--- config.mk ---
export PLATFORM = sky130hd
export DESIGN_NAME = key_guard_regs
export DESIGN_NICKNAME = d
export VERILOG_FILES = /design/src/rtl/keyguard_pkg.sv /design/src/rtl/key_seq_fsm.sv /design/src/rtl/guarded_fields.sv /design/src/rtl/key_guard_unit.sv /design/src/rtl/key_guard_regs.sv
export SDC_FILE = /design/constraint.sdc
export NUM_CORES = 1
export LEC_CHECK = 0
export ABC_AREA = 0
export BUFFER_PORTS_ARGS = -buffer_cell sky130_fd_sc_hd__buf_2
export CAP_MARGIN = 40
export CELL_PAD_IN_SITES_DETAIL_PLACEMENT = 0
export CELL_PAD_IN_SITES_GLOBAL_PLACEMENT = 1
export CORE_ASPECT_RATIO = 0.75
export CORE_MARGIN = 2
export CORE_UTILIZATION = 36
export DETAILED_ROUTE_END_ITERATION = 12
export PLACE_DENSITY_LB_ADDON = 0.1
export SYNTH_ARGS = -nofsm -noshare
export SYNTH_HDL_FRONTEND = slang
export SYNTH_HIERARCHICAL = 1
export SYNTH_SLANG_ARGS = --single-unit
export TNS_END_PERCENT = 5
--- constraint.sdc ---
create_clock -name clk_i -period 1.3 [get_ports clk_i]
set_input_delay 0.065 -clock clk_i [delete_from_list [all_inputs] [get_ports clk_i]]
set_output_delay 0.065 -clock clk_i [all_outputs]
set_load 0.005 [all_outputs]
--- src/rtl/keyguard_pkg.sv ---
package keyguard_pkg;
  localparam int DATA_W = 32;
  localparam int ADDR_W = 2;

  typedef enum logic [1:0] {
    KS_LOCKED = 2'd0,
    KS_HALF   = 2'd1,
    KS_OPEN   = 2'd2,
    KS_FROZEN = 2'd3
  } key_state_e;
endpackage

--- src/rtl/key_seq_fsm.sv ---
module key_seq_fsm
  import keyguard_pkg::*;
#(
  parameter logic [DATA_W-1:0] KEY1 = 32'h4567_0123,
  parameter logic [DATA_W-1:0] KEY2 = 32'hCDEF_89AB
) (
  input  logic              clk_i,
  input  logic              rst_ni,
  input  logic              key_wr_i,
  input  logic [DATA_W-1:0] key_data_i,
  input  logic              relock_i,
  output logic              open_o
);
  key_state_e state_q, state_d;

  always_comb begin
    state_d = state_q;
    unique case (state_q)
      KS_LOCKED: if (key_wr_i) state_d = (key_data_i == KEY1) ? KS_HALF : KS_FROZEN;
      KS_HALF:   if (key_wr_i) state_d = (key_data_i == KEY2) ? KS_OPEN : KS_FROZEN;
      KS_OPEN: begin
        if (key_wr_i)      state_d = KS_FROZEN;  // repeated unlock is a violation
        else if (relock_i) state_d = KS_LOCKED;
      end
      default:   state_d = KS_FROZEN;
    endcase
  end

  always_ff @(posedge clk_i or negedge rst_ni) begin
    if (!rst_ni) state_q <= KS_LOCKED;
    else         state_q <= state_d;
  end

  assign open_o = (state_q == KS_OPEN);
endmodule

--- src/rtl/guarded_fields.sv ---
module guarded_fields #(
  parameter int FIELD_W = 31
) (
  input  logic               clk_i,
  input  logic               rst_ni,
  input  logic               wr_i,
  input  logic               open_i,
  input  logic [FIELD_W:0]   wdata_i,
  output logic [FIELD_W-1:0] fields_o
);
  // bit 0 of the write is the lock request; fields load only on a plain write
  logic load;
  assign load = wr_i && open_i && !wdata_i[0];

  always_ff @(posedge clk_i or negedge rst_ni) begin
    if (!rst_ni)   fields_o <= '0;
    else if (load) fields_o <= wdata_i[FIELD_W:1];
  end
endmodule

--- src/rtl/key_guard_unit.sv ---
module key_guard_unit
  import keyguard_pkg::*;
#(
  parameter int                FIELD_W = 31,
  parameter logic [DATA_W-1:0] KEY1    = 32'h4567_0123,
  parameter logic [DATA_W-1:0] KEY2    = 32'hCDEF_89AB
) (
  input  logic               clk_i,
  input  logic               rst_ni,
  input  logic               ctrl_wr_i,
  input  logic               key_wr_i,
  input  logic [DATA_W-1:0]  wdata_i,
  output logic               lock_o,
  output logic [FIELD_W-1:0] fields_o,
  output logic [DATA_W-1:0]  ctrl_rdata_o
);
  localparam int PAD_W = DATA_W - 1 - FIELD_W;

  logic open;

  key_seq_fsm #(.KEY1(KEY1), .KEY2(KEY2)) u_fsm (
    .clk_i      (clk_i),
    .rst_ni     (rst_ni),
    .key_wr_i   (key_wr_i),
    .key_data_i (wdata_i),
    .relock_i   (ctrl_wr_i && wdata_i[0]),
    .open_o     (open)
  );

  guarded_fields #(.FIELD_W(FIELD_W)) u_fields (
    .clk_i    (clk_i),
    .rst_ni   (rst_ni),
    .wr_i     (ctrl_wr_i),
    .open_i   (open),
    .wdata_i  (wdata_i[FIELD_W:0]),
    .fields_o (fields_o)
  );

  assign lock_o = !open;

  generate
    if (PAD_W > 0) begin : g_pad
      assign ctrl_rdata_o = {{PAD_W{1'b0}}, fields_o, lock_o};
    end else begin : g_full
      assign ctrl_rdata_o = {fields_o, lock_o};
    end
  endgenerate
endmodule

--- src/rtl/key_guard_regs.sv ---
module key_guard_regs
  import keyguard_pkg::*;
#(
  parameter int                CTRL_FIELD_W = 31,
  parameter int                OPT_FIELD_W  = 31,
  parameter logic [DATA_W-1:0] CTRL_KEY1    = 32'h4567_0123,
  parameter logic [DATA_W-1:0] CTRL_KEY2    = 32'hCDEF_89AB,
  parameter logic [DATA_W-1:0] OPT_KEY1     = 32'h0819_2A3B,
  parameter logic [DATA_W-1:0] OPT_KEY2     = 32'h4C5D_6E7F
) (
  input  logic                    clk_i,
  input  logic                    rst_ni,
  input  logic                    wr_i,
  input  logic [ADDR_W-1:0]       addr_i,
  input  logic [DATA_W-1:0]       wdata_i,
  output logic [DATA_W-1:0]       rdata_o,
  output logic                    ctrl_lock_o,
  output logic [CTRL_FIELD_W-1:0] ctrl_fields_o,
  output logic                    opt_lock_o,
  output logic [OPT_FIELD_W-1:0]  opt_fields_o
);
  // addr[1] picks the guard, addr[0] picks key (1) or control (0)
  logic [DATA_W-1:0] ctrl_rd, opt_rd;

  key_guard_unit #(.FIELD_W(CTRL_FIELD_W), .KEY1(CTRL_KEY1), .KEY2(CTRL_KEY2)) u_ctrl (
    .clk_i        (clk_i),
    .rst_ni       (rst_ni),
    .ctrl_wr_i    (wr_i && addr_i == 2'd0),
    .key_wr_i     (wr_i && addr_i == 2'd1),
    .wdata_i      (wdata_i),
    .lock_o       (ctrl_lock_o),
    .fields_o     (ctrl_fields_o),
    .ctrl_rdata_o (ctrl_rd)
  );

  key_guard_unit #(.FIELD_W(OPT_FIELD_W), .KEY1(OPT_KEY1), .KEY2(OPT_KEY2)) u_opt (
    .clk_i        (clk_i),
    .rst_ni       (rst_ni),
    .ctrl_wr_i    (wr_i && addr_i == 2'd2),
    .key_wr_i     (wr_i && addr_i == 2'd3),
    .wdata_i      (wdata_i),
    .lock_o       (opt_lock_o),
    .fields_o     (opt_fields_o),
    .ctrl_rdata_o (opt_rd)
  );

  always_comb begin
    unique case (addr_i)
      2'd0:    rdata_o = ctrl_rd;
      2'd2:    rdata_o = opt_rd;
      default: rdata_o = '0;
    endcase
  end
endmodule

-- Word level (Yosys, flattened, before mapping)
Cells that the tools add are included.
- reductions and logical operators: 18
- multiplexer cells: 15
- eq/ne operators: 17
- operators by type and width (kind ; count):
    == test 32 x 31 -> 1 bit, second input constant ; 2
    case mux 32 bit (2 select lines) ; 1
    == test 32 x 28 -> 1 bit, second input constant ; 1
    == test 32 bit, second input constant ; 1
    2-to-1 mux 2 bit ; 10
    case mux 2 bit (3 select lines) ; 2
    logical AND 1 bit ; 10
    == test 2 bit, second input constant ; 4
    inequality test 2 x 1 -> 1 bit, second input constant ; 4
    == test 2 x 1 -> 1 bit, second input constant ; 3
    logical NOT 2 bit ; 3
    inequality test 3 x 2 -> 1 bit, second input constant ; 2
    AND reduction 3 bit ; 2
    logical NOT 1 bit ; 3
    2-to-1 mux 1 bit ; 2
- output and inout bits: 96
- bits of input ports: 37
- bits in registers: 66
- word-level logic and storage cells: 54

-- Longest topological paths before layout
Gate-level depths: netlist (run 1).
- depth in word-level cells: 6
- mapped depth: 7
- depth with buffers taken out: 6

-- Modules after synthesis
Netlist (run 1), hierarchy kept.
- by module, submodules not included (module ; seq. area each (um^2) ; area an instance (um^2) ; cells an instance ; times used):
    guarded_fields ; 775.7 ; 1291.2 ; 66 ; 2
    key_guard_regs ; 0.0 ; 559.3 ; 77 ; 1
    key_guard_unit ; 0.0 ; 250.2 ; 34 ; 2
    key_seq_fsm at u_ctrl.u_fsm ; 50.0 ; 215.2 ; 26 ; 1
    key_seq_fsm at u_opt.u_fsm ; 50.0 ; 192.7 ; 25 ; 1

-- Least setup slack after synthesis (run 1)
No wires, ideal clock.
- kind: input to register
- from: input port addr_i[1]
- to: register u_ctrl.u_fields.fields_o[0]
- buffers on the path: 3
- arrival time: 1.284 ns
- setup slack: -0.109 ns
- library setup time: 0.125 ns
- stages on the path: 6
- data required time: 1.175 ns
- cell sequence: buf_6 buf_12 nor3b_1 nand3b_4 buf_6 mux2_4
- cells in the longest elaborated chain, start to end: 4
- RTL lines (element ; RTL line ; text):
    start, declared ; key_guard_regs.sv:14 ; input logic [ADDR_W-1:0] addr_i,
    logical NOT 2 bit ; key_guard_regs.sv:28 ; .ctrl_wr_i (wr_i && addr_i == 2'd0),
    logical AND 1 bit ; key_guard_regs.sv:28 ;
    logical AND 1 bit (2 in series) ; guarded_fields.sv:13 ; assign load = wr_i && open_i && !wdata_i[0];
    end signal, assigned ; guarded_fields.sv:17 ; else if (load) fields_o <= wdata_i[FIELD_W:1];
    end, declared ; guarded_fields.sv:9 ; output logic [FIELD_W-1:0] fields_o
Every way passes these cells.
A chain may end at the register's enable or synchronous reset.

-- Worst setup path in the final report (run 1)
- from: register u_ctrl.u_fsm.state_q[0]
- to: register u_ctrl.u_fields.fields_o[7]
- cells in the longest elaborated chain, start to end: 3
- RTL lines (element ; RTL line ; text):
    start, declared ; key_seq_fsm.sv:14 ; key_state_e state_q, state_d;
    start signal, assigned ; key_seq_fsm.sv:31 ; else state_q <= state_d;
    == test 2 bit ; key_seq_fsm.sv:34 ; assign open_o = (state_q == KS_OPEN);
    net u_ctrl.open ; key_guard_unit.sv:19 ; logic open;
    logical AND 1 bit (2 in series) ; guarded_fields.sv:13 ;
The timed path passes the listed nets, and every way through them passes these cells.

==> flow_metrics.tcl, run 1 <==
set metrics [dict create \
    synth-adder-area-share_pct 0 \
    netlist_instances 328 \
    postRouteWirelength_um 9890 \
    finalWorstSetupSlack_ps -98.9 \
    crit_path_start "u_ctrl/u_fsm/state_q[0]" \
    synth-edff-count 0 \
    timing_max_transition_violations_final 0 \
    drtAntennaViolNets 0 \
    critical_path.startpoint_type "register" \
    postSynthNetCount 365 \
    ctsLongestPathBuffers 2 \
    netlist-cell-type-count 31 \
    report.power.total_mw 5.71 \
    synth_xor_area_share_pct 0 \
    synth-seq-area-share_pct 40.8 \
    drt-initial-drc-count 61 \
    finalHoldViolCount 0 \
    ioPinCount 133 \
    most_used_dff_post_synth "sky130_fd_sc_hd__dfrtp_1" \
    clock_skew_ps 7.34 \
    cts_htree_levels 3 \
    post_route_cells_drive_above_1_share_pct 58.4 \
    total_leakage_power_nw 2.85 \
    maxSlewHeadroom_pct 72.9 \
    drcViolationCount 0 \
    grt_antenna_before_repair 0 \
    cts_tree "done" \
    synth_area_per_cell_um2 12.3 \
    dpl-instance-area_um2 4530 \
    die_ar_um2 12100 \
    synth_mux_area_share_pct 30.7 \
    synth.yosys.warnings 6 \
    cts.clk_slew.worst_paths_ps 60 \
    num_cts_buffers 9 \
    final.min_clock_period_ps 1400 \
    critPathMaxStageDelay_ps 400 \
    placement.io_buffers 132 \
    grt_max_degree 67 \
    syn-cell-area_um2 4050 \
    violations "setup timing" \
    worstPathRequired_ps 1510 \
    placeableCoreArea_um2 10900 \
    timing.hold.worst.class "primary input to register" \
    worst-slew-pin-transition_ps 401 \
    max-vdd-ir-drop_mv 0.518 \
    area.growth.synth_to_final_pct 20.5 \
    achievable-frequency_mhz 715 \
    outcome "complete, but fails checks" \
    antenna-diode-count 0 \
    arrival_ps 1610 \
    path_cells "nor2b_4, buf_6, nand3b_4, buf_12, mux2_4" \
    routed_wl_per_cell_um 17.4 \
    maxCapViolCount 0 \
    synth-compound-area-share_pct 0.741 \
    area_occupied_by_multi_input_gates_um2 1780 \
    regToRegStartpoint "u_ctrl/u_fsm/state_q[0]" \
    fin_crit_sh_pct 108 \
    detail_route.vias_per_cell 4.66 \
    synth_top_family_by_area "multiplexers" \
    clock_insertion_delay_worst_skew_ps 330 \
    num_vias 2655 \
    async_flop_share_pct 100 \
    hpwlAfterDp_um 7360 \
    grt-ovfl-total 0 \
    unrepaired_setup_endpoints_after_global_routing "true" \
    placementRows 33 \
    number_of_global_route_vias_before_repair 2557 \
    grt_pass1_wl_um 15200 \
    worstPathMaxFanout 13 \
    hp-start "wdata_i[20]" \
    die_x_um 126 \
    cts.sinks 66 \
    fin_area_um2 4880 \
    synth-simple-area-share_pct 11.9 \
    clk_root_buffer_cell "sky130_fd_sc_hd__clkbuf_16" \
    final_nets 462 \
    number_of_flip_flops_and_latches_in_the_synthesized_netlist 66 \
    setup.worst_path.class "register to register" \
    grt_usage_pct 16.5 \
    seqCellArea_um2 1650 \
    weighted_congestion_reported_at_the_end_of_routability_driven_placement 0.827 \
    fillerInstances 1053 \
    setup-violations-final 63 \
    cpMaxStageDelayCell "sky130_fd_sc_hd__dfrtp_1" \
    power.density_cell_area_nw_per_um2 1170 \
    crit_path_end_kind "register" \
    initial_utilization_pct 37.0 \
    drt-pass1-iter-count 4 \
    die-height_um 95.9 \
]
-- synthesized netlist by cell type, types with 2 or more instances --
| master | count | share of area, % |
|---|---|---|
| sky130_fd_sc_hd__nand4_1 | 5 | 0.77 |
| sky130_fd_sc_hd__mux2_2 | 2 | 0.56 |
| sky130_fd_sc_hd__o21ai_0 | 2 | 0.25 |
| sky130_fd_sc_hd__nor4_1 | 4 | 0.62 |
| sky130_fd_sc_hd__buf_12 | 3 | 1.5 |
| sky130_fd_sc_hd__nand3b_4 | 2 | 0.99 |
| sky130_fd_sc_hd__and3_1 | 2 | 0.31 |
| sky130_fd_sc_hd__mux2_4 | 60 | 22 |
| sky130_fd_sc_hd__nand3_1 | 4 | 0.49 |
| sky130_fd_sc_hd__nand4b_1 | 3 | 0.65 |
| sky130_fd_sc_hd__and2_1 | 2 | 0.31 |
| sky130_fd_sc_hd__nor4bb_1 | 3 | 0.74 |
| sky130_fd_sc_hd__buf_4 | 64 | 12 |
| sky130_fd_sc_hd__nor3_1 | 4 | 0.49 |
| sky130_fd_sc_hd__nor2b_1 | 2 | 0.31 |
| sky130_fd_sc_hd__clkbuf_1 | 2 | 0.19 |
| sky130_fd_sc_hd__inv_1 | 2 | 0.19 |
| sky130_fd_sc_hd__a21oi_1 | 4 | 0.49 |
| sky130_fd_sc_hd__buf_2 | 2 | 0.25 |
| sky130_fd_sc_hd__buf_6 | 7 | 1.9 |
| sky130_fd_sc_hd__mux2i_1 | 32 | 7.9 |
| sky130_fd_sc_hd__nor2_1 | 40 | 3.7 |
| sky130_fd_sc_hd__nand2_1 | 4 | 0.37 |
| sky130_fd_sc_hd__dfrtp_1 | 66 | 41 |
-- worst max-delay path, delay by kind of cell, from the launching register on --
kind / cells / cell delay (ps)
buffers and inverters: 2 / 310
DFF: 1 / 400
muxes: 1 / 300
and+or+nand+nor: 2 / 260
-- path summary, 6_finish.rpt --
kind                                                 to  slack (ps)  cells after the start
max in group asynchronous  u_ctrl/u_fields/fields_o[19]         720                      3
max                         u_ctrl/u_fields/fields_o[7]        -100                      5
max reg2reg                 u_ctrl/u_fields/fields_o[7]        -100                      5
min reg2reg                u_ctrl/u_fields/fields_o[15]         530                      1
min                         u_opt/u_fields/fields_o[19]          20                      2
min in group asynchronous  u_ctrl/u_fields/fields_o[27]         280                      3
-- kinds of logic after synthesis --
group	count (synthesis)
and+or+nand+nor	82
buffers and inverters	80
AOI/OAI and AO/OA	6
DFF	66
muxes	94
-- registers in the layout, summed over array words and instances (netlist names) --
| name | cells |
|---|---|
| u_ctrl/u_fsm/state_q | 2 |
| u_opt/u_fsm/state_q | 2 |
| u_ctrl/u_fields/fields_o | 31 |
| u_opt/u_fields/fields_o | 31 |
-- power by group --
| part | total, mW | switching (mW) | internal (mW) |
|---|---|---|---|
| Combinational | 1.04 | 0.414 | 0.622 |
| Clock | 2.21 | 0.882 | 1.33 |
| Sequential | 2.47 | 0.190 | 2.27 |
| Total | 5.71 | 1.49 | 4.23 |
-- placed cells by master (no fill, tap or decap), types with 2 or more instances in the layout --
cell	count
sky130_fd_sc_hd__a21oi_1	4
sky130_fd_sc_hd__and2_1	2
sky130_fd_sc_hd__and3_1	2
sky130_fd_sc_hd__buf_12	6
sky130_fd_sc_hd__buf_2	132
sky130_fd_sc_hd__buf_4	22
sky130_fd_sc_hd__buf_6	3
sky130_fd_sc_hd__clkbuf_16	9
sky130_fd_sc_hd__clkinv_2	3
sky130_fd_sc_hd__clkinvlp_4	2
sky130_fd_sc_hd__dfrtp_1	66
sky130_fd_sc_hd__inv_2	2
sky130_fd_sc_hd__mux2_4	61
sky130_fd_sc_hd__mux2i_1	32
sky130_fd_sc_hd__nand2_1	4
sky130_fd_sc_hd__nand3_1	4
sky130_fd_sc_hd__nand3b_4	2
sky130_fd_sc_hd__nand4_1	5
sky130_fd_sc_hd__nand4b_1	3
sky130_fd_sc_hd__nor2_1	40
sky130_fd_sc_hd__nor2b_4	2
sky130_fd_sc_hd__nor3_1	4
sky130_fd_sc_hd__nor4_1	3
sky130_fd_sc_hd__nor4_2	2
sky130_fd_sc_hd__nor4bb_1	3
sky130_fd_sc_hd__o21ai_0	2
-- layout make-up --
class	instances	area share, %
tap	140	3.59
inverter	2	0.154
multi-input combinational	182	36.6
clock inverter	5	0.615
sequential	66	33.8
clock buffer	11	4.97
timing repair buffer	164	20.3
-- through the flow --
step | hold slack [ps] | instances | TNS (ps) | setup slack (ps) | utilization [%]
2_1_floorplan | -231 | 328 | -240 | -8.01 | -
3_3_place_gp | 110 | 548 | -2750 | -74.5 | 41.4
3_5_place_dp | 115 | 548 | -5230 | -174 | 41.4
4_1_cts | 8.78 | 569 | -4590 | -106 | 44.4
5_1_grt | 15.8 | 570 | -8190 | -164 | 44.6
6_report | 18.8 | 570 | -4820 | -98.9 | 44.6
-- what timing repair did --
item / CTS / global route
endpoints found under the hold margin: 66 / 0
hold buffers: 1 / 0
resized for setup: 7 / 3
pin swaps: 1 / 1
endpoints found under the setup margin: 65 / 64
buffers inserted: 4 / 1
-- metal layers --
| layer | up-vias | global-route usage, % | wire (um) | share of wire (%) |
|---|---|---|---|---|
| met5 | - | 0 | 0 | 0 |
| met2 | 87 | 24.1 | 4270 | 43 |
| met4 | 0 | 3.57 | 121 | 1.2 |
| met1 | 1291 | 23.9 | 4910 | 50 |
| met3 | 9 | 5.28 | 586 | 5.9 |
| li1 | 1268 | - | - | - |
Note: power is estimated with default switching activity, not from simulation.
==> run 2, diff against run 1 <==
--- a/config.mk
+++ b/config.mk
@@ -6,15 +6,16 @@
 export NUM_CORES = 1
 export LEC_CHECK = 0
 export ABC_AREA = 0
-export BUFFER_PORTS_ARGS = -buffer_cell sky130_fd_sc_hd__buf_2
 export CAP_MARGIN = 40
 export CELL_PAD_IN_SITES_DETAIL_PLACEMENT = 0
 export CELL_PAD_IN_SITES_GLOBAL_PLACEMENT = 1
 export CORE_ASPECT_RATIO = 0.75
 export CORE_MARGIN = 2
-export CORE_UTILIZATION = 36
+export CORE_UTILIZATION = 45
 export DETAILED_ROUTE_END_ITERATION = 12
+export DONT_BUFFER_PORTS = 1
 export PLACE_DENSITY_LB_ADDON = 0.1
+export SETUP_SLACK_MARGIN = 0.1
 export SYNTH_ARGS = -nofsm -noshare
 export SYNTH_HDL_FRONTEND = slang
 export SYNTH_HIERARCHICAL = 1
==> run 2 against run 1 <==
The flow finishes with violations (hold timing, setup timing). Fmax is 5.2% higher. Sequential power is 2% higher. Sequential share of layout area is 4.0 points higher. Non-clock buffer count is 122 lower. Worst setup slack better by 69 ps.
==> flow_metrics.tcl, run 2 (synthesis gave the netlist of run 1 again) <==
set metrics [dict create \
    die_x_um 114 \
    routed_wl_per_cell_um 22.5 \
    clk_root_buffer_cell "sky130_fd_sc_hd__clkbuf_16" \
    grt-ovfl-total 0 \
    placement.io_buffers 0 \
    cts.clk_slew.worst_paths_ps 50 \
    post_route_cells_drive_above_1_share_pct 32.6 \
    drcViolationCount 0 \
    ctsLongestPathBuffers 2 \
    worstPathRequired_ps 1240 \
    violations "hold timing, setup timing" \
    worstPathMaxFanout 2 \
    clock_insertion_delay_worst_skew_ps 330 \
    final_nets 340 \
    hpwlAfterDp_um 6160 \
    num_cts_buffers 9 \
    cts_htree_levels 3 \
    crit_path_end_kind "output pin" \
    critical_path.startpoint_type "register" \
    drt-initial-drc-count 95 \
    path_cells "nor2b_4, buf_6, inv_4, mux2i_1, nor2_1" \
    clock_skew_ps 3.19 \
    die_ar_um2 9780 \
    antenna-diode-count 0 \
    total_leakage_power_nw 2.26 \
    placement.setup.worst_slack_ps -95.9 \
    detail_route.vias_per_cell 5.51 \
    grt_antenna_before_repair 0 \
    unrepaired_setup_endpoints_after_global_routing "true" \
    outcome "complete, but fails checks" \
    achievable-frequency_mhz 752 \
    grt_usage_pct 19.9 \
    timing_max_transition_violations_final 0 \
    cts_tree "done" \
    worst-slew-pin-transition_ps 343 \
    totalNegativeSetupSlack_ps -248 \
    grt_max_degree 67 \
    setup-violations-final 24 \
    drtAntennaViolNets 0 \
    maxCapViolCount 0 \
    layout_common_cells "sky130_fd_sc_hd__dfrtp_1, sky130_fd_sc_hd__mux2_4, sky130_fd_sc_hd__nor2_1" \
    maxSlewHeadroom_pct 76.9 \
    timing.hold.worst.class "primary input to asynchronous set/reset pin" \
    finalWorstSetupSlack_ps -29.6 \
    number_of_global_route_vias_before_repair 2405 \
    final.min_clock_period_ps 1330 \
    arrival_ps 1260 \
    final_core_utilization_pct 50.8 \
    weighted_congestion_reported_at_the_end_of_routability_driven_placement 0.810 \
    ioPinCount 133 \
    hold_buffers 31 \
    most_common_cell_after_layout_fill_and_taps_aside "sky130_fd_sc_hd__dfrtp_1" \
    cts.sinks 66 \
    initial_utilization_pct 47.1 \
    biggest_registers_after_layout "u_ctrl/u_fields/fields_o x31, u_opt/u_fields/fields_o x31" \
    area.growth.synth_to_final_pct 7.82 \
    placementRows 29 \
    grt_pass1_wl_um 14500 \
    placeableCoreArea_um2 8600 \
    fin_crit_sh_pct 102 \
    num_vias 2287 \
    finalHoldViolCount 66 \
    postRouteWirelength_um 9340 \
    power.density_cell_area_nw_per_um2 1240 \
    cpMaxStageDelayCell "sky130_fd_sc_hd__dfrtp_1" \
    setup.worst_path.class "register to output pin" \
    report.power.total_mw 5.43 \
    die-height_um 86.2 \
    max-vdd-ir-drop_mv 0.627 \
    critPathMaxStageDelay_ps 410 \
    whs_ps -566 \
    drt-pass1-iter-count 4 \
]
run 2: cell count changes in the layout (fill, tap and decap cells not counted), moves of 3 or more:
cell                            delta
sky130_fd_sc_hd__clkbuf_8          +3
sky130_fd_sc_hd__dlygate4sd3_1    +30
sky130_fd_sc_hd__buf_4            -18
sky130_fd_sc_hd__buf_2           -132
run 2: layout make-up:
| cell class | count | area (um^2) |
|---|---|---|
| Clock buffer | 13 | 280 |
| Clock inverter | 2 | 10.0 |
| Fill cell | 755 | 4230 |
| Inverter | 2 | 12.5 |
| Multi-Input combinational cell | 182 | 1810 |
| Sequential cell | 66 | 1650 |
| Tap cell | 108 | 135 |
| Timing Repair Buffer | 42 | 463 |
run 2: final timing paths:
path	to	depth (start not counted)	slack [ps]	from
min	u_opt/u_fields/fields_o[6]	0	-570	rst_ni
max	rdata_o[0]	5	-30	u_opt/u_fsm/state_q[0]
max reg2reg	u_ctrl/u_fields/fields_o[3]	4	-30	u_ctrl/u_fsm/state_q[0]
min in group clk_i	u_ctrl/u_fsm/state_q[0]	3	10	wdata_i[27]
max in group asynchronous	u_opt/u_fields/fields_o[9]	0	1740	rst_ni
min reg2reg	u_ctrl/u_fields/fields_o[28]	1	560	u_ctrl/u_fields/fields_o[28]
run 2: power breakdown:
group	internal [mW]	switching, mW	total (mW)
Sequential	2.28	0.246	2.52
Clock	1.48	0.843	2.32
Combinational	0.431	0.158	0.589
run 2: critical path, delay by kind of cell, from the launching register on:
family / cells / cell delay [ps]
flops: 1 / 410
mux: 1 / 150
simple gates: 2 / 240
buf+inv: 2 / 150
run 2: timing repair:
action / in CTS / in global routing
endpoints found under the hold margin: 129 / 66
endpoints found under the setup margin: 65 / 65
pin swaps: 2 / 2
gates resized for setup: 8 / 5
buffers inserted: 1 / 0
run 2: stage by stage:
stage	area, um^2	hold slack (ps)	cells
4_1_cts	4350	-581	415
3_3_place_gp	3700	-228	368
5_1_grt	4370	-591	415
6_report	4370	-566	415
3_5_place_dp	3700	-229	368
2_1_floorplan	4070	-231	328
run 2: layer usage:
layer	share of wire (%)	wire length (um)	global-route usage (%)
met1	48	4470	28.0
met2	43	4010	28.9
met3	8.2	767	7.77
met4	1.0	93	4.99
met5	0	0	0
==> run 3, diff against run 2 <==
--- a/config.mk
+++ b/config.mk
@@ -5,13 +5,13 @@
 export SDC_FILE = /design/constraint.sdc
 export NUM_CORES = 1
 export LEC_CHECK = 0
-export ABC_AREA = 0
+export ABC_AREA = 1
 export CAP_MARGIN = 40
 export CELL_PAD_IN_SITES_DETAIL_PLACEMENT = 0
 export CELL_PAD_IN_SITES_GLOBAL_PLACEMENT = 1
 export CORE_ASPECT_RATIO = 0.75
 export CORE_MARGIN = 2
-export CORE_UTILIZATION = 45
+export CORE_UTILIZATION = 40
 export DETAILED_ROUTE_END_ITERATION = 12
 export DONT_BUFFER_PORTS = 1
 export PLACE_DENSITY_LB_ADDON = 0.1
==> run 3 against run 2 <==
The flow finishes with violations (hold timing). Critical endpoint is now u_ctrl/u_fields/fields_o[9]. Design area increased by 5.7%. Highest routed layer unchanged. Via count rose by 59%. Sequential power shrank 6%. Register-to-register slack better by 90 ps.
==> flow_metrics.tcl, run 3 <==
set metrics [dict create \
    grt_pass1_wl_um 19900 \
    hold_buffers 32 \
    reg2reg_slack_ps 60 \
    worstPathRequired_ps 1510 \
    drt-pass1-iter-count 5 \
    drtAntennaViolNets 0 \
    async_flop_share_pct 100 \
    finalWorstSetupSlack_ps 63.7 \
    die_ar_um2 11300 \
    fin_area_um2 4610 \
    cts_htree_levels 3 \
    ctsLongestPathBuffers 2 \
    placeableCoreArea_um2 10200 \
    biggest_registers_after_layout "u_ctrl/u_fields/fields_o x31, u_opt/u_fields/fields_o x31" \
    placement.setup.worst_slack_ps 122 \
    placementRows 32 \
    max-vdd-ir-drop_mv 0.576 \
    clock_skew_ps 5.46 \
    layout_common_cells "sky130_fd_sc_hd__nand2_1, sky130_fd_sc_hd__nand4_1, sky130_fd_sc_hd__dfrtp_1" \
    dpl-instance-area_um2 3880 \
    worstReg2RegEnd "u_ctrl/u_fields/fields_o[9]" \
    grt_usage_pct 23.2 \
    ioPinCount 133 \
    detail_route.vias_per_cell 5.21 \
    maxSlewHeadroom_pct 72.9 \
    clock_insertion_delay_worst_skew_ps 330 \
    fillerInstances 1090 \
    placement.io_buffers 0 \
    total_leakage_power_nw 2.43 \
    synth.yosys.warnings 6 \
    synth.area.top_cells "sky130_fd_sc_hd__dfrtp_1, sky130_fd_sc_hd__nand2_1, sky130_fd_sc_hd__buf_4, sky130_fd_sc_hd__nand4_1, sky130_fd_sc_hd__nand3_1" \
    commonest_cells_post_synth "sky130_fd_sc_hd__nand2_1, sky130_fd_sc_hd__nand4_1, sky130_fd_sc_hd__dfrtp_1" \
    grt_antenna_before_repair 0 \
    cts_tree "done" \
    final.min_clock_period_ps 1240 \
    totalNegativeSetupSlack_ps 0 \
    syn-cell-area_um2 4190 \
    num_cts_buffers 9 \
    synth_area_per_cell_um2 7.16 \
    finalHoldViolCount 66 \
    postRouteWirelength_um 12800 \
    die_x_um 122 \
    weighted_congestion_reported_at_the_end_of_routability_driven_placement 0.885 \
    synth-seq-area-share_pct 39.4 \
    outcome "complete, but fails checks" \
    timing_max_transition_violations_final 0 \
    fin_crit_sh_pct 95.1 \
    most_common_cell_after_layout_fill_and_taps_aside "sky130_fd_sc_hd__nand2_1" \
    routed_wl_per_cell_um 18.4 \
    worst-slew-pin-transition_ps 406 \
    postSynthNetCount 622 \
    final_nets 595 \
    area_occupied_by_multi_input_gates_um2 1760 \
    area.growth.synth_to_final_pct 10.2 \
    cts.sinks 66 \
    regToRegStartpoint "u_ctrl/u_fsm/state_q[1]" \
    grt-ovfl-total 0 \
    most_used_dff_post_synth "sky130_fd_sc_hd__dfrtp_1" \
    cts.clk_slew.worst_paths_ps 60 \
    drcViolationCount 0 \
    synth_top_cell_area_share_pct 39.4 \
    number_of_flip_flops_and_latches_in_the_synthesized_netlist 66 \
    post-synth-top-count-cell "sky130_fd_sc_hd__nand2_1" \
    whs_ps -573 \
    drt-initial-drc-count 229 \
    hpwlAfterDp_um 8440 \
    die-height_um 92.6 \
    critical_path.startpoint_type "register" \
    num_vias 3631 \
    worstPathMaxFanout 12 \
    grt_max_degree 67 \
    setup-violations-final 0 \
    achievable-frequency_mhz 809 \
    post_route_cells_drive_above_1_share_pct 10.7 \
    violations "hold timing" \
    arrival_ps 1450 \
    power.density_cell_area_nw_per_um2 1140 \
    maxCapViolCount 0 \
    number_of_global_route_vias_before_repair 3505 \
    netlist_instances 585 \
    reg2reg_depth 7 \
    crit_path_end_kind "register" \
    clk_root_buffer_cell "sky130_fd_sc_hd__clkbuf_16" \
    initial_utilization_pct 40.9 \
    seqCellArea_um2 1650 \
    yosys.area.top_type "sky130_fd_sc_hd__dfrtp_1" \
    netlist-cell-type-count 19 \
    setup.worst_path.class "register to register" \
    antenna-diode-count 0 \
    unrepaired_setup_endpoints_after_global_routing "true" \
    synth-edff-count 0 \
    timing.hold.worst.class "primary input to asynchronous set/reset pin" \
]
## run 3: changes by cell type in the layout (fill, tap and decap cells not counted), moves of 4 or more
cell / before / now
sky130_fd_sc_hd__buf_4: 4 / 22
sky130_fd_sc_hd__inv_1: 0 / 30
sky130_fd_sc_hd__inv_2: 0 / 5
sky130_fd_sc_hd__mux2_4: 61 / 0
sky130_fd_sc_hd__mux2i_1: 32 / 0
sky130_fd_sc_hd__nand2_1: 4 / 219
sky130_fd_sc_hd__nand3_1: 4 / 40
sky130_fd_sc_hd__nand4_1: 5 / 67
sky130_fd_sc_hd__nor2_1: 40 / 36
sky130_fd_sc_hd__nor2_2: 0 / 4
## run 3: area by class of cell
| type | instances | area share, % |
|---|---|---|
| Inverter | 36 | 2.98 |
| Tap cell | 136 | 3.69 |
| Sequential cell | 66 | 35.8 |
| Multi-Input combinational cell | 385 | 38.1 |
| Clock inverter | 2 | 0.813 |
| Clock buffer | 12 | 5.56 |
| Timing Repair Buffer | 60 | 13.0 |
## run 3: cells by family (layout without fill, tap and decap cells)
group / after synthesis / in the layout / share of synthesized area, %
AOI/OAI and AO/OA: 4 / 4 / 0.627
and+or+nand+nor: 381 / 381 / 40.1
DFF: 66 / 66 / 39.4
buffers and inverters: 134 / 110 / 19.8
## run 3: per-layer routing
metal	GRT usage (%)	vias up	wire length, um
met5	0	-	0
met4	5.17	0	112
met3	7.39	9	1050
met2	35.5	149	5690
met1	32.2	1700	5960
li1	-	1773	-
## run 3: report_power, final
group | leakage, nW | switching (mW) | internal (mW) | total (mW)
registers | 0.884 | 0.163 | 2.20 | 2.36
clock network | 0.141 | 0.855 | 1.57 | 2.42
logic | 1.40 | 0.277 | 0.204 | 0.481
total | 2.43 | 1.29 | 3.97 | 5.27
## run 3: how the worst max path moves through the flow
stage                             from                            to  slack, ps  cells after the start
4_1_cts        u_ctrl/u_fsm/state_q[1]                    rdata_o[0]         70                      6
2_1_floorplan                addr_i[1]    u_opt/u_fields/fields_o[0]        130                      8
3_5_place_dp   u_ctrl/u_fsm/state_q[0]  u_ctrl/u_fields/fields_o[13]        120                      5
5_1_grt        u_ctrl/u_fsm/state_q[1]  u_ctrl/u_fields/fields_o[26]          5                      7
6_report       u_ctrl/u_fsm/state_q[1]   u_ctrl/u_fields/fields_o[9]         60                      7
3_3_place_gp   u_ctrl/u_fsm/state_q[1]   u_ctrl/u_fields/fields_o[3]        170                      6
## run 3: timing repair
item | CTS | global route
endpoints found under the setup margin | 3 | 42
hold endpoints to repair | 130 | 66
setup buffers | 7 | 0
pin swaps | 3 | 0
gates cloned | 0 | 1
resized for setup | 10 | 4
## run 3: through the flow
stage	util (%)	total power, mW	instances
floorplan	-	2.86	585
global placement	37.8	2.77	643
detailed placement	37.8	2.78	643
CTS	44.6	5.33	696
global route	45.0	5.54	697
finish	45.0	5.27	697
## run 3: critical path, cell delays in order (launching register included)
cell	delay (ps)
sky130_fd_sc_hd__dfrtp_1	360
sky130_fd_sc_hd__inv_2	60
sky130_fd_sc_hd__nor2_4	130
sky130_fd_sc_hd__buf_4	140
sky130_fd_sc_hd__nand3_4	110
sky130_fd_sc_hd__clkbuf_16	200
sky130_fd_sc_hd__nand2_1	60
sky130_fd_sc_hd__nand2_1	50
